<file path="src/rtl/fcf_pkg.sv">
package fcf_pkg;

    localparam int CMD_W  = 8;
    localparam int STAT_W = 8;
    localparam int OP_W   = 2;

    localparam logic [CMD_W-1:0] CMD_ARRAY    = 8'hFF;
    localparam logic [CMD_W-1:0] CMD_STATUS   = 8'h70;
    localparam logic [CMD_W-1:0] CMD_CLEAR    = 8'h50;
    localparam logic [CMD_W-1:0] CMD_PROG     = 8'h40;
    localparam logic [CMD_W-1:0] CMD_BLKERASE = 8'h20;
    localparam logic [CMD_W-1:0] CMD_LOCKPROG = 8'h77;
    localparam logic [CMD_W-1:0] CMD_ERASEALL = 8'hA7;
    localparam logic [CMD_W-1:0] CMD_CONFIRM  = 8'hD0;

    typedef enum logic [1:0] {
        ST_IDLE     = 2'd0,
        ST_CONFIRM  = 2'd1,
        ST_PROGDATA = 2'd2,
        ST_BUSY     = 2'd3
    } fcf_state_e;

    // bit 0 of the code marks an erase-class operation
    typedef enum logic [OP_W-1:0] {
        OP_PROG     = 2'd0,
        OP_BLKERASE = 2'd1,
        OP_LOCKPROG = 2'd2,
        OP_ERASEALL = 2'd3
    } fcf_op_e;

    typedef struct packed {
        logic seq_err;
        logic clr_err;
        logic start;
        logic rd_set;
        logic rd_clr;
    } fcf_ctl_t;

endpackage

</file>
<file path="src/rtl/fcf_decoder.sv">
module fcf_decoder
    import fcf_pkg::*;
(
    input  logic             clk,
    input  logic             rst_n,
    input  logic             wr_en,
    input  logic [CMD_W-1:0] wr_data,
    input  logic             eng_done,
    input  logic             locked,
    output fcf_ctl_t         ctl,
    output fcf_op_e          op_q,
    output logic             busy,
    output logic             start_q
);

    fcf_state_e state_q, state_d;
    fcf_op_e    op_d;

    // state register
    always_ff @(posedge clk or negedge rst_n) begin
        if (!rst_n) begin
            state_q <= ST_IDLE;
            op_q    <= OP_PROG;
            start_q <= 1'b0;
        end else begin
            state_q <= state_d;
            op_q    <= op_d;
            start_q <= ctl.start;
        end
    end

    // next state and control outputs
    always_comb begin
        state_d = state_q;
        op_d    = op_q;
        ctl     = '0;
        unique case (state_q)
            ST_IDLE: begin
                if (wr_en) begin
                    case (wr_data)
                        CMD_ARRAY:  ctl.rd_clr  = 1'b1;
                        CMD_STATUS: ctl.rd_set  = 1'b1;
                        CMD_CLEAR:  ctl.clr_err = 1'b1;
                        CMD_PROG: begin
                            if (!locked) begin
                                state_d = ST_PROGDATA;
                                op_d    = OP_PROG;
                            end
                        end
                        CMD_BLKERASE: begin
                            if (!locked) begin
                                state_d = ST_CONFIRM;
                                op_d    = OP_BLKERASE;
                            end
                        end
                        CMD_LOCKPROG: begin
                            if (!locked) begin
                                state_d = ST_CONFIRM;
                                op_d    = OP_LOCKPROG;
                            end
                        end
                        CMD_ERASEALL: begin
                            if (!locked) begin
                                state_d = ST_CONFIRM;
                                op_d    = OP_ERASEALL;
                            end
                        end
                        default: ctl.seq_err = 1'b1;
                    endcase
                end
            end
            ST_CONFIRM: begin
                if (wr_en) begin
                    if (wr_data == CMD_CONFIRM) begin
                        ctl.start  = 1'b1;
                        ctl.rd_set = 1'b1;
                        state_d    = ST_BUSY;
                    end else if (wr_data == CMD_ARRAY) begin
                        ctl.rd_clr = 1'b1;
                        state_d    = ST_IDLE;
                    end else begin
                        ctl.seq_err = 1'b1;
                        ctl.rd_set  = 1'b1;
                        state_d     = ST_IDLE;
                    end
                end
            end
            ST_PROGDATA: begin
                if (wr_en) begin
                    ctl.start  = 1'b1;
                    ctl.rd_set = 1'b1;
                    state_d    = ST_BUSY;
                end
            end
            ST_BUSY: begin
                if (wr_en && wr_data == CMD_ARRAY)  ctl.rd_clr = 1'b1;
                if (wr_en && wr_data == CMD_STATUS) ctl.rd_set = 1'b1;
                if (eng_done) state_d = ST_IDLE;
            end
        endcase
    end

    assign busy = (state_q == ST_BUSY);

endmodule

</file>
<file path="src/rtl/fcf_status.sv">
module fcf_status
    import fcf_pkg::*;
(
    input  logic              clk,
    input  logic              rst_n,
    input  logic              start,
    input  logic              clr_err,
    input  logic              seq_err,
    input  logic              done_ev,
    input  fcf_op_e           op,
    input  logic              fail,
    input  logic              wb_err,
    input  logic              oe_err,
    output logic [STAT_W-1:0] status,
    output logic              locked
);

    logic ready_q, erase_q, prog_q, wb_q, oe_q;
    logic erase_class;

    assign erase_class = op[0];

    always_ff @(posedge clk or negedge rst_n) begin
        if (!rst_n) begin
            ready_q <= 1'b1;
            erase_q <= 1'b0;
            prog_q  <= 1'b0;
            wb_q    <= 1'b0;
            oe_q    <= 1'b0;
        end else begin
            if (start)        ready_q <= 1'b0;
            else if (done_ev) ready_q <= 1'b1;

            if (clr_err) begin
                erase_q <= 1'b0;
                prog_q  <= 1'b0;
                wb_q    <= 1'b0;
                oe_q    <= 1'b0;
            end else begin
                if (seq_err || (done_ev && fail && erase_class))  erase_q <= 1'b1;
                if (seq_err || (done_ev && fail && !erase_class)) prog_q  <= 1'b1;
                if (done_ev && wb_err) wb_q <= 1'b1;
                if (done_ev && oe_err) oe_q <= 1'b1;
            end
        end
    end

    assign status = {ready_q, 1'b0, erase_q, prog_q, 1'b0, wb_q, oe_q, 1'b0};
    assign locked = erase_q | prog_q;

endmodule

</file>
<file path="src/rtl/fcf_rdsel.sv">
module fcf_rdsel (
    input  logic clk,
    input  logic rst_n,
    input  logic set_stat,
    input  logic clr_stat,
    input  logic rd_en,
    output logic rd_status,
    output logic rd_status_stb
);

    always_ff @(posedge clk or negedge rst_n) begin
        if (!rst_n)        rd_status <= 1'b0;
        else if (clr_stat) rd_status <= 1'b0;
        else if (set_stat) rd_status <= 1'b1;
    end

    assign rd_status_stb = rd_en & rd_status;

endmodule

</file>
<file path="src/rtl/flash_cmd_front.sv">
module flash_cmd_front
    import fcf_pkg::*;
(
    input  logic              clk,
    input  logic              rst_n,
    input  logic              wr_en,
    input  logic [CMD_W-1:0]  wr_data,
    input  logic              rd_en,
    input  logic              eng_done,
    input  logic              eng_fail,
    input  logic              eng_wb_err,
    input  logic              eng_oe_err,
    output logic              eng_start,
    output logic [OP_W-1:0]   eng_op,
    output logic              rd_status,
    output logic              rd_status_stb,
    output logic [STAT_W-1:0] status
);

    fcf_ctl_t ctl;
    fcf_op_e  op_q;
    logic     busy;
    logic     locked;

    fcf_decoder u_dec (
        .clk      (clk),
        .rst_n    (rst_n),
        .wr_en    (wr_en),
        .wr_data  (wr_data),
        .eng_done (eng_done),
        .locked   (locked),
        .ctl      (ctl),
        .op_q     (op_q),
        .busy     (busy),
        .start_q  (eng_start)
    );

    fcf_status u_stat (
        .clk     (clk),
        .rst_n   (rst_n),
        .start   (ctl.start),
        .clr_err (ctl.clr_err),
        .seq_err (ctl.seq_err),
        .done_ev (busy & eng_done),
        .op      (op_q),
        .fail    (eng_fail),
        .wb_err  (eng_wb_err),
        .oe_err  (eng_oe_err),
        .status  (status),
        .locked  (locked)
    );

    fcf_rdsel u_rd (
        .clk           (clk),
        .rst_n         (rst_n),
        .set_stat      (ctl.rd_set),
        .clr_stat      (ctl.rd_clr),
        .rd_en         (rd_en),
        .rd_status     (rd_status),
        .rd_status_stb (rd_status_stb)
    );

    assign eng_op = op_q;

endmodule

</file>
<file path="config.mk">
export PLATFORM = sky130hd
export DESIGN_NAME = flash_cmd_front
export DESIGN_NICKNAME = d
export VERILOG_FILES = /design/src/rtl/fcf_pkg.sv /design/src/rtl/fcf_decoder.sv /design/src/rtl/fcf_status.sv /design/src/rtl/fcf_rdsel.sv /design/src/rtl/flash_cmd_front.sv
export SDC_FILE = /design/constraint.sdc
export NUM_CORES = 1
export LEC_CHECK = 0
export BUFFER_PORTS_ARGS = -buffer_cell sky130_fd_sc_hd__clkbuf_2
export CAP_MARGIN = 25
export CORE_MARGIN = 5
export CORE_UTILIZATION = 52
export DETAILED_ROUTE_END_ITERATION = 7
export PLACE_DENSITY = 0.82
export SKIP_CTS_REPAIR_TIMING = 1
export SYNTH_ARGS = -nofsm -noshare
export SYNTH_HDL_FRONTEND = slang
export SYNTH_SLANG_ARGS = --single-unit
</file>
<file path="constraint.sdc">
create_clock -name clk -period 4.8 [get_ports clk]
set_input_delay 0.72 -clock clk [delete_from_list [all_inputs] [get_ports clk]]
set_output_delay 0.72 -clock clk [all_outputs]
set_load 0.02 [all_outputs]
</file>
==> Word level (Yosys, flattened, before mapping) <==
Cells that the tools add are included.
{ "op_classes": {"n_mux": 45, "add_sub_neg": 0, "n_reduce_logical": 22, "div_mod_pow": 0, "multipliers": 0, "magnitude_cmp": 0, "eq_ne": 22, "n_shift": 0, "n_bitwise": 3} }
{ "ops": {"columns": ["cell", "count"], "rows": [
  ["== test 8 x 7 -> 1 bit (second input constant)", 4],
  ["2-to-1 mux 1 bit", 25],
  ["== test 8 bit (second input constant)", 3],
  ["2-to-1 mux 2 bit", 12],
  ["!= test 2 bit (second input constant)", 8],
  ["one-hot mux 2 bit (4 select lines)", 2],
  ["AND reduction 7 bit", 2],
  ["nonzero test 2 bit", 6],
  ["!= test 3 bit (second input constant)", 3],
  ["== test 8 x 6 -> 1 bit (second input constant)", 1],
  ["logical AND 1 bit", 7],
  ["OR reduction 7 bit", 1],
  ["== test 2 bit (second input constant)", 2],
  ["one-hot mux 1 bit (2 select lines)", 2],
  ["one-hot mux 1 bit (4 select lines)", 1],
  ["one-hot mux 2 bit (2 select lines)", 1],
  ["nonzero test 4 bit", 1],
  ["2-to-1 mux 3 bit", 1],
  ["one-hot mux 1 bit (3 select lines)", 1],
  ["OR reduction 3 bit", 1],
  ["bitwise AND 1 bit", 2],
  ["== test 2 x 1 -> 1 bit (second input constant)", 1],
  ["logical NOT 2 bit", 1],
  ["logical OR 1 bit", 2],
  ["other kinds (2)", 2]
]} }
{ "totals": {"latch_bits": 0, "ramBits": 0, "out_inout_bits": 13, "ff_bits": 11, "mem_bits_ro": 0, "input_bits": 16, "word_cells": 101, "memories": 0} }

==> Logic depth before layout (Yosys ltp) <==
Gate-level depths: netlist of run 1.
{ "logic_depth": {"ltp_word": 8, "ltp_mapped": 7, "depth_no_buf": 6} }

==> Hierarchy <==
From an unflattened synthesis of run 1, not the netlist that was laid out.
{ "unflattened": {"cells_unflattened": 96, "area_unflattened_um2": 878.3} }
{ "modules_own_cells": {"columns": ["mod", "area_each_um2", "seq_area_each_um2", "cells_each", "n_inst"], "rows": [
  ["fcf_decoder", 580.6, 125.1, 66, 1],
  ["fcf_status", 250.2, 126.4, 26, 1],
  ["fcf_rdsel", 41.3, 25.0, 3, 1],
  ["flash_cmd_front", 6.3, 0.0, 1, 1]
]} }

==> Worst setup path after synthesis of run 1 <==
OpenSTA, ideal clock, no wires.
{ "synth_timing": {"path_type": "input to register", "from": "in wr_data[0]", "to": "reg u_dec.state_q[0]", "path_buffers": 1, "slack_ns": 2.575, "setup_time_ns": 0.137, "required_time_ns": 4.663, "t_arrival_ns": 2.088, "cell_stages": 5, "path_cell_list": "or4_1 -> buf_2 -> or4_4 -> a21oi_2 -> o32ai_1"} }
{ "synth_via": {"elab_chain_cells": 5, "word_cells_on_any_way": 15, "cone_classes": "eq/ne (8); mux (5); reduce/logical (2)"} }
{ "synth_lines": {"columns": ["item", "line_no", "rtl"], "rows": [
  ["from (decl)", "flash_cmd_front.sv:7", "input logic [CMD_W-1:0] wr_data,"],
  ["== test 8 x 6 -> 1 bit, or another cell as far along", "fcf_decoder.sv:40", "case (wr_data)"],
  ["OR reduction 3 bit (no line)", null, null],
  ["one-hot mux 2 bit (2 select lines)", "fcf_decoder.sv:40", null],
  ["2-to-1 mux 2 bit", "fcf_decoder.sv:39", "if (wr_en) begin"],
  ["one-hot mux 2 bit (4 select lines)", "fcf_decoder.sv:37", "unique case (state_q)"],
  ["to (signal assigned)", "fcf_decoder.sv:26", "state_q <= state_d;"],
  ["to (decl)", "fcf_decoder.sv:16", "fcf_state_e state_q, state_d;"]
]} }
Several ways; a longest one is shown, not always the timed one. The select of a mux whose other input is x is not followed.
A chain may end at the register's enable or synchronous reset.

==> Final worst setup path of run 1 <==
Ends and elaborated chain as after synthesis.

==> flow_summary.json, run 1 <==
{
  "yosys.area.top_type_share_pct": 29.2,
  "totalNegativeSetupSlack_ns": 0,
  "wire_per_inst_um": 14.3,
  "met1_length_um": 816,
  "nFillCells": 143,
  "yosysTopAreaCell": "dfrtp_1",
  "cts_buffer_depth": 2,
  "cts_tree": "yes",
  "netlist_instances": 98,
  "max-vdd-ir-drop_mv": 0.208,
  "synth_area_um2": 858,
  "row_count": 14,
  "finalSetupViolCount": 0,
  "drc": 0,
  "ant_nets": 0,
  "wl_met2_um": 890,
  "skew_ns": 0.00381,
  "grt_pass1_vias": 754,
  "outcome": "complete, no violations",
  "grt_first_pass_wirelength_mm": 3.11,
  "synth-edff-count": 0,
  "power_density_mw_per_mm2": 457,
  "final_core_util_pct": 62.6,
  "leakage_nw": 0.415,
  "drive_gt1_share_pct": 29.7,
  "area_delta_synth_final_pct": 12.4,
  "seqCellArea_um2": 277,
  "synth_area_leaders": "dfrtp_1, ha_1, buf_4, nor2_1, dfstp_2",
  "layout_commonest_cell": "clkbuf_2",
  "drv_cap": 0,
  "critPathLaunchType": "primary input",
  "final_nets": 140,
  "async_flop_share_pct": 100,
  "crit_required_ns": 4.97,
  "viasPerCell": 6.10,
  "max_freq_mhz": 442,
  "most-common-layout-cells": "clkbuf_2, nor2_1, dfrtp_1",
  "clkTransAtPathRegs_ns": 0.07,
  "die_y_um": 50.6,
  "core_mm2": 0.00154,
  "cts.sinks": 11,
  "grt_antenna_before_repair": 0,
  "start_util_pct": 55.7,
  "final_max_slew_viol_count": 0,
  "syn_area_per_cell_um2": 8.76,
  "slowest_delay_ns": 0.67,
  "grt-ovfl-total": 0,
  "cp_max_fo": 8,
  "path_class": "primary input to register",
  "synth.distinct_cells": 45,
  "io_pins": 29,
  "critical_path.slowest_cell": "or4_1",
  "synth_seq_cells": 11,
  "place.gp.congestion": 0.862,
  "finalCriticalPeriod_ns": 2.26,
  "period_share_pct": 47.2,
  "endpoint_kind": "register",
  "grt_max_degree": 12,
  "firstDrtPassIters": 4,
  "worstPathArrival_ns": 2.43,
  "worst_pin_slew_ns": 0.678,
  "min-delay-path-class": "primary input to asynchronous set/reset pin",
  "worstPathCellList": "clkbuf_2, or4_1, o41ai_1, nor2_1, o32ai_1",
  "num_vias": 817,
  "cts_made_buffers": 3,
  "rsz0062_at_grt": "false",
  "drtIter0Drc": 29,
  "max_slew_margin_pct": 54.4,
  "io_buffers": 25,
  "routed.top_layer": "met4",
  "die_area_mm2": 0.00256,
  "clk_latency_ns": 0.27,
  "crit_family": "compound AO/OA/AOI/OAI gates",
  "ys_warn_count": 0,
  "met3_length_um": 153,
  "root_buffer": "clkbuf_4",
  "place_hpwl_mm": 1.52,
  "die_w_um": 50.6,
  "ys.flop_type": "dfrtp_1",
  "ys_seq_area_share_pct": 32.2,
  "worst-path-buf-inv": 1,
  "multi_input_area_um2": 498,
  "wirelength_mm": 1.92,
  "hold_violations": 0,
  "htreeDepth": 1,
  "antennaDiodeCount": 0,
  "track_usage_pct": 15.4
}
==> synthesized netlist by cell type, drive strengths merged (2+ instances only) <==
| cell | count |
|---|---|
| ha | 5 |
| clkbuf | 2 |
| buf | 9 |
| nor3 | 3 |
| o21ai | 4 |
| a21oi | 2 |
| nand2b | 2 |
| nand3 | 2 |
| nor2 | 10 |
| a31oi | 4 |
| a2111oi | 2 |
| nor4 | 3 |
| dfrtp | 10 |
| nand4 | 2 |
| inv | 5 |
| or4 | 3 |
| nor2b | 2 |
| a211oi | 2 |
| nand2 | 4 |
==> registers in the layout, indices dropped and copies added, names as in the netlist <==
| signal | cells |
|---|---|
| u_rd.rd_status | 1 |
| u_stat.wb_q | 1 |
| u_dec.state_q | 2 |
| u_dec.start_q | 1 |
| u_dec.op_q | 2 |
| u_stat.prog_q | 1 |
| u_stat.erase_q | 1 |
| u_stat.ready_q | 1 |
| u_stat.oe_q | 1 |
==> final timing paths <==
path | from | endpoint | cells past startpoint | slack [ns]
max reg2reg | u_dec.state_q[1]$_DFFE_PN0P_ | u_stat.erase_q$_DFFE_PN0P_ | 5 | 2.77
max in group asynchronous | rst_n | u_stat.ready_q$_DFFE_PN1P_ | 1 | 4.22
min reg2reg | u_stat.wb_q$_DFFE_PN0P_ | u_stat.wb_q$_DFFE_PN0P_ | 2 | 0.49
max | wr_data[0] | u_dec.state_q[0]$_DFFE_PN0P_ | 5 | 2.54
min | rst_n | u_dec.state_q[0]$_DFFE_PN0P_ | 1 | 0.31
min in group clk | u_stat.wb_q$_DFFE_PN0P_ | u_stat.wb_q$_DFFE_PN0P_ | 2 | 0.49
==> final cells by class <==
cell class / instances / area share (%)
Multi-Input combinational cell: 73 / 51.6
Sequential cell: 11 / 28.7
Timing Repair Buffer: 25 / 13.0
Clock buffer: 4 / 2.72
Tap cell: 16 / 2.08
Inverter: 5 / 1.95
==> where the power goes <==
group / internal (mW) / switching [mW]
clock: 0.0322 / 0.0335
sequential: 0.123 / 0.0195
combinational: 0.0898 / 0.143
==> metrics by stage <==
stage | hold slack [ns] | power (mW) | cells | worst slack, ns | area (µm²)
finish | 0.309 | 0.441 | 134 | 2.54 | 965
global route | 0.332 | 0.474 | 134 | 2.36 | 965
CTS | 0.323 | 0.442 | 134 | 2.54 | 965
detailed placement | 0.483 | 0.375 | 130 | 2.34 | 938
global placement | 0.476 | 0.365 | 130 | 2.35 | 938
floorplan | 0.424 | 0.324 | 100 | 2.58 | 866
==> cell families (layout without fill, tap and decap cells) <==
family / count (synthesis) / count (layout) / share of synthesized area [%]
buf+inv: 16 / 34 / 10.6
xor+xnor: 1 / 1 / 1.02
compound gates: 22 / 22 / 19.5
simple gates: 41 / 41 / 27.6
flops: 11 / 11 / 32.2
other cells: 1 / 3 / 0.437
fa+ha+maj: 5 / 5 / 7.29
mux: 1 / 1 / 1.31
==> per-layer routing <==
metal	GRT usage, %	up-vias
met5	0	-
met4	10.6	0
met3	2.07	7
met2	26.0	38
met1	17.6	374
li1	-	398
No activity file was read; power rests on OpenSTA's default activity.
==> inputs of run 2 (changes only) <==
CORE_UTILIZATION = 44   (was 52)
PLACE_DENSITY = 0.74   (was 0.82)
clock period = 2.05 ns   (was 4.8 ns; I/O delays follow)
==> run 2 against run 1 <==
Global-route usage increased by 0.33 points. Cell count is 13% higher. Core utilization fell by 8.2 points. Count of clock-buffer cells in the layout did not move. Die area up 14%. Setup slack got worse by 2.4 ns. Largest cell class unchanged. Largest power group unchanged.
==> flow_summary.json, run 2 (synthesis results as in run 1) <==
{
  "outcome": "complete, no violations",
  "ant_nets": 0,
  "stdcell_count": 152,
  "multi_input_area_um2": 498,
  "wirelength_mm": 2.09,
  "cts_buffer_depth": 2,
  "drv_cap": 0,
  "place.gp.congestion": 0.878,
  "num_vias": 835,
  "holdPathStages": 3,
  "holdCritStartpoint": "eng_wb_err",
  "seqCellArea_um2": 277,
  "grt_pass1_vias": 835,
  "most-common-layout-cells": "clkbuf_2, nor2_1, dfrtp_1",
  "final_area_mm2": 0.00103,
  "firstDrtPassIters": 4,
  "finalSetupViolCount": 0,
  "largestRegisters": "u_dec.op_q (2), u_dec.state_q (2)",
  "critical_path.slowest_cell": "nor4b_1",
  "io_buffers": 25,
  "final_max_slew_viol_count": 0,
  "row_count": 16,
  "layout_commonest_cell": "clkbuf_2",
  "hold_violations": 0,
  "io_pins": 29,
  "r2r-end": "u_rd.rd_status$_DFFE_PN0P_",
  "max_freq_mhz": 534,
  "grt_antenna_before_repair": 0,
  "nFillCells": 179,
  "worstPathArrival_ns": 2.05,
  "grt_first_pass_wirelength_mm": 3.39,
  "max-vdd-ir-drop_mv": 0.406,
  "power_density_mw_per_mm2": 1030,
  "place_inst": 147,
  "core_mm2": 0.00190,
  "die_y_um": 54.2,
  "finalCriticalPeriod_ns": 1.87,
  "leakage_nw": 0.449,
  "placed_cell_area_um2": 997,
  "track_usage_pct": 15.7,
  "drc": 0,
  "period_share_pct": 91.4,
  "totalNegativeSetupSlack_ns": 0,
  "die_w_um": 54.2,
  "clk_latency_ns": 0.27,
  "place_hpwl_mm": 1.63,
  "htreeDepth": 1,
  "slowest_delay_ns": 0.44,
  "path_class": "register to register",
  "path_common_cell": "nor2_1",
  "grt_max_degree": 12,
  "critPathLaunchType": "register",
  "wire_per_inst_um": 13.8,
  "drive_gt1_share_pct": 32.8,
  "cts.sinks": 11,
  "area_delta_synth_final_pct": 20.4,
  "worstPathCellList": "inv_1, ha_1, buf_4, nor2_1, nor4b_1, nor2_1, a211oi_1",
  "hold_ws_ns": 0.305,
  "cts_made_buffers": 3,
  "power.total_mw": 1.06,
  "r2r_setup_slack_ns": 0.18,
  "min-delay-path-class": "primary input to register",
  "final_nets": 147,
  "endpoint_kind": "register",
  "die_area_mm2": 0.00293,
  "cts_tree": "yes",
  "rsz0062_at_grt": "false",
  "root_buffer": "clkbuf_4",
  "skew_ns": 0.00435,
  "grt-ovfl-total": 0,
  "drtIter0Drc": 38,
  "antennaDiodeCount": 0,
  "cp_max_fo": 9,
  "reg2reg_depth": 7,
  "reg2reg_from": "u_dec.state_q[0]$_DFFE_PN0P_",
  "holdPathEnd": "u_stat.wb_q$_DFFE_PN0P_",
  "start_util_pct": 45.1,
  "viasPerCell": 5.49,
  "crit_required_ns": 2.23,
  "clkTransAtPathRegs_ns": 0.07
}
==> run 2: worst max-delay path by stage <==
stage | slack [ns] | start | end
after floorplan | 0.24 | wr_data[0] | u_dec.state_q[0]$_DFFE_PN0P_
after global placement | 0.07 | wr_data[0] | u_rd.rd_status$_DFFE_PN0P_
after detailed placement | 0.008 | wr_data[0] | u_rd.rd_status$_DFFE_PN0P_
after CTS | 0.24 | u_dec.state_q[0]$_DFFE_PN0P_ | u_stat.erase_q$_DFFE_PN0P_
after global routing | 0.10 | u_dec.state_q[0]$_DFFE_PN0P_ | u_rd.rd_status$_DFFE_PN0P_
final | 0.18 | u_dec.state_q[0]$_DFFE_PN0P_ | u_rd.rd_status$_DFFE_PN0P_
==> run 2: power breakdown <==
part	leakage, nW	switching [mW]	total, mW	internal, mW
sequential	0.125	0.0460	0.334	0.288
clock	0.0150	0.0719	0.147	0.0753
combinational	0.309	0.342	0.579	0.237
==> run 2: metrics by stage <==
stage / utilization [%] / setup slack, ns
2_1_floorplan: - / 0.238
3_3_place_gp: 52.4 / 0.0652
3_5_place_dp: 52.4 / 0.00752
4_1_cts: 53.8 / 0.237
5_1_grt: 54.3 / 0.105
6_report: 54.3 / 0.177
==> run 2: layout make-up <==
class	count	share of cell area, %
Multi-Input combinational cell	73	48.2
Sequential cell	11	26.8
Timing Repair Buffer	32	17.4
Tap cell	27	3.27
Clock buffer	4	2.54
Inverter	5	1.82
==> run 2: layer usage <==
layer	part of all wire [%]	vias up	GRT usage (%)	wire length [µm]
met5	0	-	0	0
met4	0.57	0	7.88	12
met3	6.0	3	3.05	125
met2	51	31	29.3	1060
met1	43	384	16.4	894
li1	-	417	-	-
==> run 2: worst max-delay path, delay by kind of cell (launching register included) <==
kind,cells,cell delay [ns]
flip-flops,1,0.40
adder cells (fa/ha/maj),1,0.22
buffers and inverters,2,0.32
AO/OA/AOI/OAI,1,0.25
AND/OR/NAND/NOR,3,0.59
==> inputs of run 3 (changes only) <==
CORE_ASPECT_RATIO = 0.8   (was not set)
CORE_MARGIN = 2   (was 5)
==> run 3 against run 2 <==
Setup slack better by 0.097 ns. Clock power hardly changed. First-iteration DRC count is 76% lower. Total power is 1.1% lower. Design area is 0.36% lower. Count of clock-buffer cells in the layout stayed put. Combinational power is 2% lower. Fmax is 5.5% higher. Critical endpoint is now u_dec.state_q[1]$_DFFE_PN0P_.
==> flow_summary.json, run 3 (synthesis results as in run 1) <==
{
  "outcome": "complete, no violations",
  "leakage_nw": 0.449,
  "endpoint_kind": "register",
  "cts_made_buffers": 3,
  "max_freq_mhz": 563,
  "drc": 0,
  "firstDrtPassIters": 4,
  "cts_tree": "yes",
  "r2r_setup_slack_ns": 0.27,
  "use_met3_pct": 6.21,
  "root_buffer": "clkbuf_4",
  "row_count": 14,
  "io_buffers": 25,
  "wire_per_inst_um": 12.6,
  "reg2reg_depth": 6,
  "max-vdd-ir-drop_mv": 0.517,
  "placed_cell_area_um2": 993,
  "worstPathArrival_ns": 1.92,
  "area_delta_synth_final_pct": 20.0,
  "drv_cap": 0,
  "track_usage_pct": 18.8,
  "rsz0062_at_grt": "false",
  "drive_gt1_share_pct": 32.8,
  "hold_violations": 0,
  "num_vias": 815,
  "cp_max_fo": 9,
  "final_area_mm2": 0.00103,
  "start_util_pct": 46.2,
  "finalSetupViolCount": 0,
  "cts_buffer_depth": 2,
  "nFillCells": 199,
  "ant_nets": 0,
  "grt_antenna_before_repair": 0,
  "skew_ns": 0.00462,
  "final_max_slew_viol_count": 0,
  "place.gp.congestion": 0.823,
  "viasPerCell": 5.47,
  "reg2reg_from": "u_dec.state_q[1]$_DFFE_PN0P_",
  "die_w_um": 53.4,
  "grt_max_degree": 12,
  "grt-busiest-layer": "met2",
  "grt-ovfl-total": 0,
  "most-common-layout-cells": "clkbuf_2, nor2_1, dfrtp_1",
  "holdPathStages": 3,
  "clkTransAtPathRegs_ns": 0.06,
  "clk_latency_ns": 0.26,
  "die_y_um": 43.5,
  "holdCritStartpoint": "eng_wb_err",
  "grt_pass1_vias": 737,
  "path_class": "register to register",
  "grt.met1_usage_pct": 23.5,
  "htreeDepth": 1,
  "largestRegisters": "u_dec.op_q (2), u_dec.state_q (2)",
  "final_nets": 147,
  "antennaDiodeCount": 0,
  "drtIter0Drc": 9,
  "min-delay-path-class": "primary input to register",
  "wirelength_mm": 1.88,
  "finalCriticalPeriod_ns": 1.78,
  "die_area_mm2": 0.00232,
  "holdPathEnd": "u_stat.wb_q$_DFFE_PN0P_",
  "critPathLaunchType": "register",
  "grtUsageMet2_pct": 31.4,
  "io_pins": 29,
  "cts.sinks": 11,
  "r2r-end": "u_dec.state_q[1]$_DFFE_PN0P_",
  "totalNegativeSetupSlack_ns": 0,
  "power_density_mw_per_mm2": 1020,
  "period_share_pct": 86.6,
  "place_hpwl_mm": 1.51,
  "grt_first_pass_wirelength_mm": 3.16,
  "crit_required_ns": 2.20,
  "core_mm2": 0.00186,
  "layout_commonest_cell": "clkbuf_2"
}
==> run 3: worst max path at each step <==
| stage | from | endpoint | slack, ns | cells past startpoint |
|---|---|---|---|---|
| 2_1_floorplan | wr_data[0] | u_dec.state_q[0]$_DFFE_PN0P_ | 0.24 | 5 |
| 3_5_place_dp | wr_data[0] | u_dec.op_q[0]$_DFFE_PN0P_ | 0.07 | 5 |
| 6_report | u_dec.state_q[1]$_DFFE_PN0P_ | u_dec.state_q[1]$_DFFE_PN0P_ | 0.27 | 6 |
| 3_3_place_gp | wr_data[0] | u_dec.op_q[0]$_DFFE_PN0P_ | 0.09 | 5 |
| 4_1_cts | u_dec.state_q[0]$_DFFE_PN0P_ | u_stat.prog_q$_DFFE_PN0P_ | 0.27 | 5 |
| 5_1_grt | u_dec.state_q[1]$_DFFE_PN0P_ | u_rd.rd_status$_DFFE_PN0P_ | 0.12 | 7 |
==> run 3: metrics by stage <==
stage | util, % | total power [mW] | hold slack (ns) | setup slack, ns | std cells
after floorplan | - | 0.759 | 0.0119 | 0.238 | 100
after global placement | 53.5 | 0.892 | 0.198 | 0.0884 | 144
after detailed placement | 53.5 | 0.906 | 0.200 | 0.0673 | 144
after CTS | 54.9 | 1.06 | -0.0918 | 0.274 | 148
after global routing | 55.5 | 1.15 | 0.296 | 0.118 | 149
final | 55.5 | 1.05 | 0.304 | 0.274 | 149
==> run 3: final cells by class <==
class / instances / area, µm² / share of cell area (%)
Timing Repair Buffer: 32 / 180 / 17.5
Tap cell: 24 / 30.0 / 2.92
Multi-Input combinational cell: 73 / 498 / 48.4
Inverter: 5 / 18.8 / 1.82
Sequential cell: 11 / 277 / 26.9
Clock buffer: 4 / 26.3 / 2.55
==> run 3: critical path, stage by stage, from the launching register on <==
cell	delay [ns]
dfrtp_1	0.42
inv_1	0.09
ha_1	0.22
buf_4	0.18
nor3_1	0.17
o221ai_1	0.20
o32a_1	0.39
==> run 3: report_power, final <==
part	internal [mW]	leakage (nW)	switching [mW]
registers	0.288	0.125	0.0452
logic	0.236	0.309	0.334
clock network	0.0752	0.0150	0.0699
==> run 3: layer usage <==
| layer | vias to the layer above | wire length [µm] |
|---|---|---|
| met3 | 2 | 113 |
| met1 | 372 | 887 |
| met5 | - | 0 |
| met2 | 26 | 861 |
| met4 | 0 | 20 |
| li1 | 415 | - |
